<file path="src/rtl/uart_rx_pkg.sv">
package uart_rx_pkg;
    localparam int OSR = 16;
    localparam int MID = 8;

    typedef enum logic [2:0] {
        RX_IDLE,
        RX_START,
        RX_DATA,
        RX_PARITY,
        RX_STOP
    } rx_state_e;

    typedef struct packed {
        logic [1:0] len_sel;
        logic       par_en;
        logic       even_par;
        logic       stick_par;
    } rx_cfg_t;

    typedef struct packed {
        logic       brk;
        logic       ferr;
        logic       perr;
        logic [7:0] data;
    } rx_char_t;
endpackage

</file>
<file path="src/rtl/rx_sync.sv">
module rx_sync #(
    parameter int STAGES = 2
) (
    input  logic clk,
    input  logic rst_n,
    input  logic d,
    output logic q
);
    logic [STAGES-1:0] chain;

    always_ff @(posedge clk or negedge rst_n) begin
        if (!rst_n) chain <= '1;
        else        chain <= {chain[STAGES-2:0], d};
    end

    assign q = chain[STAGES-1];
endmodule

</file>
<file path="src/rtl/rx_frame_fsm.sv">
module rx_frame_fsm
    import uart_rx_pkg::*;
(
    input  logic       clk,
    input  logic       rst_n,
    input  logic       tick,
    input  logic       rx_in,
    input  rx_cfg_t    cfg_in,
    output rx_cfg_t    cfg_q,
    output logic [7:0] data_q,
    output logic       par_q,
    output logic       stop_q,
    output logic       done
);
    localparam logic [3:0] LAST_TICK  = 4'(OSR - 1);
    localparam logic [3:0] START_TICK = 4'(MID - 1);

    rx_state_e  state, state_n;
    logic [3:0] tcnt;
    logic [2:0] bidx;
    logic [2:0] last_bit;
    logic       bit_end;

    assign last_bit = 3'd4 + {1'b0, cfg_q.len_sel};
    assign bit_end  = tick && (tcnt == LAST_TICK);

    // state register
    always_ff @(posedge clk or negedge rst_n) begin
        if (!rst_n) state <= RX_IDLE;
        else        state <= state_n;
    end

    // transitions
    always_comb begin
        state_n = state;
        unique case (state)
            RX_IDLE:   if (tick && !rx_in) state_n = RX_START;
            RX_START:  if (tick && tcnt == START_TICK)
                           state_n = rx_in ? RX_IDLE : RX_DATA;
            RX_DATA:   if (bit_end && bidx == last_bit)
                           state_n = cfg_q.par_en ? RX_PARITY : RX_STOP;
            RX_PARITY: if (bit_end) state_n = RX_STOP;
            RX_STOP:   if (bit_end) state_n = RX_IDLE;
            default:   state_n = RX_IDLE;
        endcase
    end

    // datapath and outputs
    always_ff @(posedge clk or negedge rst_n) begin
        if (!rst_n) begin
            tcnt   <= '0;
            bidx   <= '0;
            cfg_q  <= '0;
            data_q <= '0;
            par_q  <= 1'b0;
            stop_q <= 1'b1;
            done   <= 1'b0;
        end else begin
            done <= 1'b0;
            if (tick) begin
                if (state == RX_IDLE || state != state_n) tcnt <= '0;
                else                                      tcnt <= tcnt + 4'd1;
            end
            unique case (state)
                RX_START: if (state_n == RX_DATA) begin
                    cfg_q  <= cfg_in;
                    data_q <= '0;
                    bidx   <= '0;
                end
                RX_DATA: if (bit_end) begin
                    data_q[bidx] <= rx_in;
                    bidx         <= bidx + 3'd1;
                end
                RX_PARITY: if (bit_end) par_q <= rx_in;
                RX_STOP: if (bit_end) begin
                    stop_q <= rx_in;
                    done   <= 1'b1;
                end
                default: ;
            endcase
            if (state == RX_START && state_n == RX_DATA) par_q <= 1'b0;
        end
    end
endmodule

</file>
<file path="src/rtl/rx_frame_check.sv">
module rx_frame_check
    import uart_rx_pkg::*;
(
    input  rx_cfg_t    cfg,
    input  logic [7:0] data,
    input  logic       par,
    input  logic       stop,
    output rx_char_t   chr
);
    logic [2:0] last_bit;
    logic [7:0] dmask;
    logic       ones_odd;
    logic       bad_par;

    assign last_bit = 3'd4 + {1'b0, cfg.len_sel};

    for (genvar i = 0; i < 8; i++) begin : g_mask
        assign dmask[i] = (3'(i) <= last_bit);
    end

    assign ones_odd = ^(data & dmask) ^ par;

    always_comb begin
        if (cfg.stick_par)     bad_par = (par != !cfg.even_par);
        else if (cfg.even_par) bad_par = ones_odd;
        else                   bad_par = !ones_odd;
    end

    assign chr.data = data & dmask;
    assign chr.perr = cfg.par_en & bad_par;
    assign chr.ferr = !stop;
    assign chr.brk  = ((data & dmask) == 8'h00) && !(cfg.par_en && par) && !stop;
endmodule

</file>
<file path="src/rtl/rx_store.sv">
module rx_store
    import uart_rx_pkg::*;
#(
    parameter int DEPTH = 16
) (
    input  logic     clk,
    input  logic     rst_n,
    input  logic     q_en,
    input  logic     push,
    input  rx_char_t wdata,
    input  logic     pop,
    output logic     valid,
    output rx_char_t head,
    output logic     overrun
);
    localparam int AW = (DEPTH > 1) ? $clog2(DEPTH) : 1;

    rx_char_t        mem [DEPTH];
    logic [AW-1:0]   wptr, rptr;
    logic [AW:0]     count, cap;
    logic            accept, take;

    assign cap    = q_en ? (AW+1)'(DEPTH) : (AW+1)'(1);
    assign valid  = (count != '0);
    assign take   = pop && valid;
    assign accept = push && ((count < cap) || take);
    assign head   = mem[rptr];

    always_ff @(posedge clk) begin
        if (accept) mem[wptr] <= wdata;
    end

    always_ff @(posedge clk or negedge rst_n) begin
        if (!rst_n) begin
            wptr    <= '0;
            rptr    <= '0;
            count   <= '0;
            overrun <= 1'b0;
        end else begin
            if (accept) wptr <= (wptr == AW'(DEPTH - 1)) ? '0 : wptr + 1'b1;
            if (take)   rptr <= (rptr == AW'(DEPTH - 1)) ? '0 : rptr + 1'b1;
            count <= count + (AW+1)'(accept) - (AW+1)'(take);
            if (push && !accept) overrun <= 1'b1;
            else if (take)       overrun <= 1'b0;
        end
    end
endmodule

</file>
<file path="src/rtl/uart_frame_rx.sv">
module uart_frame_rx
    import uart_rx_pkg::*;
#(
    parameter int DEPTH = 16
) (
    input  logic       clk,
    input  logic       rst_n,
    input  logic       baud_tick,
    input  logic       rxd,
    input  logic [1:0] len_sel,
    input  logic       par_en,
    input  logic       even_par,
    input  logic       stick_par,
    input  logic       q_en,
    input  logic       rx_ready,
    output logic       rx_valid,
    output logic [7:0] rx_data,
    output logic       rx_perr,
    output logic       rx_ferr,
    output logic       rx_brk,
    output logic       overrun
);
    logic       rx_s;
    rx_cfg_t    cfg_live, cfg_frm;
    logic [7:0] fdata;
    logic       fpar, fstop, fdone;
    rx_char_t   chr, head;

    assign cfg_live = '{len_sel: len_sel, par_en: par_en,
                        even_par: even_par, stick_par: stick_par};

    rx_sync #(.STAGES(2)) u_sync (
        .clk(clk), .rst_n(rst_n), .d(rxd), .q(rx_s)
    );

    rx_frame_fsm u_fsm (
        .clk(clk), .rst_n(rst_n), .tick(baud_tick), .rx_in(rx_s),
        .cfg_in(cfg_live), .cfg_q(cfg_frm), .data_q(fdata),
        .par_q(fpar), .stop_q(fstop), .done(fdone)
    );

    rx_frame_check u_chk_frame (
        .cfg(cfg_frm), .data(fdata), .par(fpar), .stop(fstop), .chr(chr)
    );

    rx_store #(.DEPTH(DEPTH)) u_store (
        .clk(clk), .rst_n(rst_n), .q_en(q_en), .push(fdone), .wdata(chr),
        .pop(rx_ready), .valid(rx_valid), .head(head), .overrun(overrun)
    );

    assign rx_data = head.data;
    assign rx_perr = head.perr;
    assign rx_ferr = head.ferr;
    assign rx_brk  = head.brk;
endmodule

</file>
<file path="config.mk">
export PLATFORM = sky130hd
export DESIGN_NAME = uart_frame_rx
export DESIGN_NICKNAME = d
export VERILOG_FILES = /design/src/rtl/uart_rx_pkg.sv /design/src/rtl/rx_sync.sv /design/src/rtl/rx_frame_fsm.sv /design/src/rtl/rx_frame_check.sv /design/src/rtl/rx_store.sv /design/src/rtl/uart_frame_rx.sv
export SDC_FILE = /design/constraint.sdc
export NUM_CORES = 1
export LEC_CHECK = 0
export BUFFER_PORTS_ARGS = -buffer_cell sky130_fd_sc_hd__buf_2
export CAP_MARGIN = 20
export CORE_ASPECT_RATIO = 1.75
export CORE_MARGIN = 2
export CORE_UTILIZATION = 49
export DETAILED_ROUTE_END_ITERATION = 10
export GPL_TIMING_DRIVEN = 0
export PLACE_DENSITY = 0.69
export REMOVE_ABC_BUFFERS = 1
export SLEW_MARGIN = 15
export SYNTH_ARGS = -nofsm -noshare
export SYNTH_HDL_FRONTEND = slang
export SYNTH_SLANG_ARGS = --single-unit
export TNS_END_PERCENT = 100
</file>
<file path="constraint.sdc">
create_clock -name clk -period 4.5 [get_ports clk]
set_clock_uncertainty 0.15 [all_clocks]
set_input_delay 0.45 -clock clk [delete_from_list [all_inputs] [get_ports clk]]
set_output_delay 0.45 -clock clk [all_outputs]
set_load 0.005 [all_outputs]
</file>
==> impl_metrics.json, run 1 <==
{
  "power.leakage_nw": 3.75,
  "worstHoldStart": "par_en",
  "finalWirelength_um": 18800,
  "synth_compound_gate_area_share": 0.0801,
  "drt-wirelength-per-cell_um": 21.0,
  "clock_tree.root_cell": "sky130_fd_sc_hd__clkbuf_16",
  "cell_taking_the_most_area_after_synthesis": "sky130_fd_sc_hd__edfxtp_1",
  "total_of_flip_flops_plus_latches_after_synthesis": 218,
  "critPathCaptureType": "primary output",
  "detailroute.via_count": 5228,
  "crit_family": "flip-flops",
  "peakVddDrop_mv": 0.402,
  "drt-initial-drc-count": 320,
  "postCtsSetupBuffers": 0,
  "final_antenna_net_count": 0,
  "finalCriticalPeriod_ps": 3350,
  "worst-slew-pin-transition_ps": 1010,
  "grt_antenna_before_repair": 0,
  "worst-path-buf-inv": 2,
  "worst_path_largest_cell_delay_ps": 760,
  "main_combinational_cell_family_by_area_after_synthesis": "multiplexers",
  "grt_pass1_wl_um": 29300,
  "first_global_vias": 5449,
  "cp_max_fo": 43,
  "initial_utilization": 0.500,
  "drv_cap": 0,
  "flow.area_growth_from_synthesis_pct": 12.3,
  "overall_fraction_of_global_route_tracks_in_use": 0.192,
  "fmax_ghz": 0.299,
  "place_congestion": 0.880,
  "boundaryPins": 24,
  "cts_made_buffers": 19,
  "num-nets-final": 678,
  "design.die.area_um2": 20100,
  "die_w_um": 108,
  "synth.yosys.seq_area_share": 0.683,
  "unrepaired_setup_endpoints_after_global_routing": "false",
  "core-area_um2": 18600,
  "critPathLaunch": "u_store.rptr[0]",
  "drtPass1Iterations": 5,
  "synth_fa_ha_area_frac": 0.0291,
  "worstPathCellList": "buf_16 -> mux2_2 -> o21ai_0 -> a21oi_1 -> a22oi_1 -> nand2_1 -> buf_2",
  "antenna_cells_inserted": 0,
  "run_status": "finished, final reports clean",
  "final_cell_mix": "176 x sky130_fd_sc_hd__edfxtp_1, 50 x sky130_fd_sc_hd__o21ai_0, 38 x sky130_fd_sc_hd__dfrtp_1, 33 x sky130_fd_sc_hd__nand2_1, 33 x sky130_fd_sc_hd__mux2i_1",
  "total_clock_sinks": 218,
  "cts.repair.resized": 0,
  "floorplan.die.height_um": 186,
  "power-per-cell-area_nw_per_um2": 517,
  "synth.yosys.warnings": 0,
  "syn-mean-instance-area_um2": 15.1,
  "synth_xor_area_frac": 0.0123,
  "cts_buffer_depth": 3,
  "grt_max_degree": 44,
  "final_setup_violation_count": 0,
  "finalHoldViolations": 0,
  "clk_lat_worst_skew_ps": 490,
  "clk_pin_slew_worst_paths_ps": 70,
  "layout.cells.most_common": "sky130_fd_sc_hd__edfxtp_1",
  "criticalPathCategory": "reg -> out",
  "cts_tree": "yes",
  "timing.critical_path.slowest_stage_cell": "sky130_fd_sc_hd__dfrtp_4",
  "post_layout_nonfiller_instances": 897,
  "synth_mux_area_frac": 0.108,
  "finalCritPeriodShare": 0.744,
  "maxSlewViolCount": 0,
  "worst_hold_slack_ps": 25.1,
  "yosys_most_used_dff": "sky130_fd_sc_hd__edfxtp_1",
  "postSynthCellCount": 615,
  "grt.overflow.total": 0,
  "routed_via_density": 5.83,
  "synth_edf_count": 176,
  "final_layout_size_suffix_gt1_frac": 0.202,
  "synth.lib_cells_used.distinct": 53,
  "synth_largest_type_area_fraction": 0.569,
  "synth_simple_gate_area_share": 0.0595,
  "placedCellCount": 859,
  "ys_top_cells_by_area": "sky130_fd_sc_hd__edfxtp_1 57%, sky130_fd_sc_hd__dfrtp_1 11%, sky130_fd_sc_hd__mux4_2 5.3%",
  "cp_startpoint_kind": "flop",
  "arrival_ps": 2750,
  "ctsHtreeMaxLevel": 1,
  "num-fill-cells": 1439,
  "mappedNetlistArea_um2": 9290,
  "worst-endpoint-required_ps": 3900,
  "detailed_place_hpwl_um": 12600,
  "drc_errors": 0,
  "rr_startpoint": "u_store.count[2]",
  "maxSlewHeadroom": 0.328,
  "fin_total_pwr_w": 0.00539,
  "holdCritPathClass": "in -> reg",
  "standard_cell_rows": 66,
  "place.port_buffers": 23,
  "async_flop_share": 0.193
}
## path summary, 6_finish.rpt
| check | end | slack [ps] | cells past startpoint |
|---|---|---|---|
| worst min-delay path | u_fsm.cfg_q[2] | 30 | 3 |
| min in group asynchronous | u_fsm.tcnt[0] | 500 | 2 |
| max in group asynchronous | u_store.rptr[0] | 2960 | 2 |
| worst max-delay path | rx_data[1] | 1150 | 7 |
| worst min register to register | u_sync.chain[1] | 210 | 0 |
| worst max register to register | u_store.count[4] | 1510 | 13 |
## synthesized netlist by cell type, drive strengths merged (4+ instances only)
cell type  instances
a21oi             23
a221oi            11
a22oi             12
a311oi             4
buf               15
clkbuf            15
dfrtp             39
edfxtp           176
ha                20
inv               33
mux2              16
mux2i             33
mux4              22
nand2             35
nand2b             6
nand3             12
nor2              31
nor3               7
o21ai             51
o31ai              4
xnor2             10
## power breakdown
part           internal, W  total, W  switching (W)
combinational     0.000540   0.00121       0.000672
clock             0.000950   0.00165       0.000699
sequential         0.00229   0.00253       0.000240
total              0.00378   0.00539        0.00161
## metrics by stage
stage,util,instance area [um2],setup slack (ps),TNS (ps)
after floorplan,-,9150,649,0
after global placement,0.515,9560,-602,-13030
after detailed placement,0.525,9750,1270,0
after CTS,0.560,10400,1170,0
after global routing,0.561,10400,1000,0
final,0.561,10400,1150,0
## layout make-up
type,instances,area (um2),area share
clock buffers,25,528,0.0506
clock inverters,9,108,0.0103
inverters,33,124,0.0119
multi-input cells,334,2740,0.262
flip-flops and latches,218,6340,0.608
well taps,238,298,0.0286
repair buffers,40,292,0.0280
## logic make-up after synthesis
family / Yosys count
DFF: 218
AOI/OAI and AO/OA: 119
and+or+nand+nor: 110
muxes: 71
buffers and inverters: 63
adders and majority gates: 21
xor gates and xnor gates: 13
## tightest hold or removal path, cell delays in order
cell and delay (ps):
sky130_fd_sc_hd__buf_2 70, sky130_fd_sc_hd__nand2_1 30, sky130_fd_sc_hd__o21ai_0 60
## registers in the layout, indices dropped and copies added, names as in the netlist, 2 cells and up
name,count
u_fsm.tcnt,4
u_sync.chain,2
u_fsm.cfg_q,5
u_fsm.bidx,3
u_fsm.data_q,8
u_store.rptr,4
u_store.count,5
u_store.mem,176
u_fsm.state,3
u_store.wptr,4
## repair_timing
item / CTS / global route
hold endpoints to repair: 13 / 0
hold buffers: 2 / 0
endpoints found under the setup margin: 0 / 0
## routing by layer
layer	GRT usage	wire length (um)
met1	0.218	6900
met2	0.370	10600
met3	0.0209	692
met4	0.0656	606
met5	0	0
(Power assumes the default switching activity.)
==> inputs of run 2 (changes only) <==
--- a/config.mk
+++ b/config.mk
@@ -12,7 +12,7 @@
 export CORE_UTILIZATION = 49
 export DETAILED_ROUTE_END_ITERATION = 10
 export GPL_TIMING_DRIVEN = 0
-export PLACE_DENSITY = 0.69
+export PLACE_DENSITY = 0.72
 export REMOVE_ABC_BUFFERS = 1
 export SLEW_MARGIN = 15
 export SYNTH_ARGS = -nofsm -noshare
==> constraint.sdc (replaced) <==
create_clock -name clk -period 3 [get_ports clk]
set_clock_uncertainty 0.15 [all_clocks]
set_input_delay 0.3 -clock clk [delete_from_list [all_inputs] [get_ports clk]]
set_output_delay 0.3 -clock clk [all_outputs]
set_load 0.005 [all_outputs]
==> impl_metrics.json, run 2 (synthesis results as in run 1) <==
{
  "critical-path-top-cell-by-count": "sky130_fd_sc_hd__inv_2",
  "drv_cap": 0,
  "cts_tree": "yes",
  "largest-register": "u_store.mem",
  "finalHoldViolations": 0,
  "num-nets-final": 687,
  "floorplan.die.height_um": 186,
  "ctsHtreeMaxLevel": 1,
  "standard_cell_rows": 66,
  "antenna_cells_inserted": 0,
  "worst_path_largest_cell_delay_ps": 480,
  "worst-slew-pin-transition_ps": 972,
  "dpl_cell_area_um2": 9770,
  "grt.overflow.total": 0,
  "design.die.area_um2": 20100,
  "detailed_place_hpwl_um": 12700,
  "die_w_um": 108,
  "final_setup_violation_count": 0,
  "fmax_ghz": 0.347,
  "drt-initial-drc-count": 397,
  "run_status": "finished, final reports clean",
  "cp_startpoint_kind": "flop",
  "unrepaired_setup_endpoints_after_global_routing": "true",
  "flip_flop_count_of_the_largest_register_all_copies_and_words_added": 176,
  "totalNegativeSetupSlack_ps": 0,
  "detailroute.via_count": 5329,
  "place.port_buffers": 23,
  "timing.critical_path.slowest_stage_cell": "sky130_fd_sc_hd__or4b_4",
  "clock_tree.root_cell": "sky130_fd_sc_hd__clkbuf_16",
  "total_clock_sinks": 218,
  "criticalPathCategory": "reg -> reg",
  "routed_via_density": 5.89,
  "layout.cells.most_common": "sky130_fd_sc_hd__edfxtp_1",
  "worstPathCellList": "inv_2 -> ha_1 -> or4b_4 -> nand2_4 -> inv_2 -> o21ai_4 -> inv_2 -> ha_2 -> fa_2 -> a21oi_1 -> nor2_1 -> nor2_1 -> xnor2_1",
  "maxSlewHeadroom": 0.352,
  "holdCritPathClass": "reg -> reg",
  "drc_errors": 0,
  "finalWirelength_um": 19000,
  "critPathCaptureType": "flop",
  "drt-wirelength-per-cell_um": 21.0,
  "place_congestion": 0.874,
  "clk_lat_worst_skew_ps": 490,
  "finalCriticalPeriod_ps": 2880,
  "grt_antenna_before_repair": 0,
  "overall_fraction_of_global_route_tracks_in_use": 0.195,
  "final_antenna_net_count": 0,
  "maxSlewViolCount": 0,
  "seqCellArea_um2": 6350,
  "num-fill-cells": 1409,
  "finalCritPeriodShare": 0.961,
  "final_layout_size_suffix_gt1_frac": 0.216,
  "multi_input_comb_area_um2": 2780,
  "cts_buffer_depth": 3,
  "power.leakage_nw": 3.83,
  "cts_made_buffers": 19,
  "flow.area_growth_from_synthesis_pct": 14.9,
  "final_design_area_no_fill_um2": 10700,
  "power-per-cell-area_nw_per_um2": 795,
  "worst-endpoint-required_ps": 3260,
  "first_global_vias": 5639,
  "core-area_um2": 18600,
  "clk_pin_slew_worst_paths_ps": 60,
  "peakVddDrop_mv": 0.646,
  "layout_top_registers": "u_store.mem: 176 flops, u_fsm.data_q: 8 flops",
  "fin_total_pwr_w": 0.00848,
  "boundaryPins": 24,
  "arrival_ps": 3140,
  "final_cell_mix": "176 x sky130_fd_sc_hd__edfxtp_1, 50 x sky130_fd_sc_hd__o21ai_0, 36 x sky130_fd_sc_hd__dfrtp_1, 33 x sky130_fd_sc_hd__mux2i_1, 32 x sky130_fd_sc_hd__nand2_1",
  "grt_max_degree": 44,
  "drtPass1Iterations": 4,
  "initial_utilization": 0.500,
  "cp_max_fo": 9,
  "grt_pass1_wl_um": 29600
}
run 2: where the power goes:
group / switching [W] / internal [W] / total [W]
Sequential: 0.000308 / 0.00344 / 0.00375
Combinational: 0.00111 / 0.000913 / 0.00202
Clock: 0.00105 / 0.00166 / 0.00271
Total: 0.00246 / 0.00601 / 0.00848
run 2: cell type report:
type / instances / area share
clock buffer: 25 / 0.0487
clock inverter: 8 / 0.0161
inverter: 33 / 0.0116
multi-input combinational: 334 / 0.261
sequential: 218 / 0.595
tap: 238 / 0.0279
timing repair buffer: 49 / 0.0399
run 2: metal layers:
layer	vias to the layer above	global-route usage	routed length, um
li1	2428	-	-
met4	0	0.0964	784
met1	2702	0.212	6920
met5	-	0	0
met2	150	0.368	10700
met3	49	0.0244	662
run 2: final timing paths:
path | startpoint | end | slack (ps) | cells after the start
min in group asynchronous | rst_n | u_fsm.cfg_q[3] | 350 | 2
hold / removal | u_sync.chain[0] | u_sync.chain[1] | 210 | 0
setup / recovery | u_store.count[2] | u_store.count[4] | 120 | 13
setup reg to reg | u_store.count[2] | u_store.count[4] | 120 | 13
max in group asynchronous | rst_n | u_store.rptr[1] | 1620 | 2
hold reg to reg | u_sync.chain[0] | u_sync.chain[1] | 210 | 0
run 2: what timing repair did:
| action | in CTS | in global routing |
|---|---|---|
| endpoints found under the setup margin | 41 | 37 |
| setup buffers | 4 | 0 |
| resized for setup | 8 | 12 |
| hold buffers | 9 | 0 |
| gates cloned | 0 | 0 |
| endpoints found under the hold margin | 49 | 0 |
run 2: worst max-delay path, delay by kind of cell (launching register included):
family / cells / cell delay (ps)
compound gates: 2 / 340
fa+ha+maj: 3 / 740
simple gates: 4 / 760
buf+inv: 3 / 290
xor+xnor: 1 / 120
flops: 1 / 400
run 2: stage by stage:
stage / cells / setup WS [ps] / hold slack, ps / utilization
6_report: 905 / 117 / 208 / 0.574
5_1_grt: 905 / -50.3 / 215 / 0.574
4_1_cts: 905 / 38.7 / 210 / 0.572
3_5_place_dp: 859 / -51.9 / 201 / 0.526
3_3_place_gp: 846 / -1750 / 196 / 0.515
2_1_floorplan: 585 / -701 / -146 / -
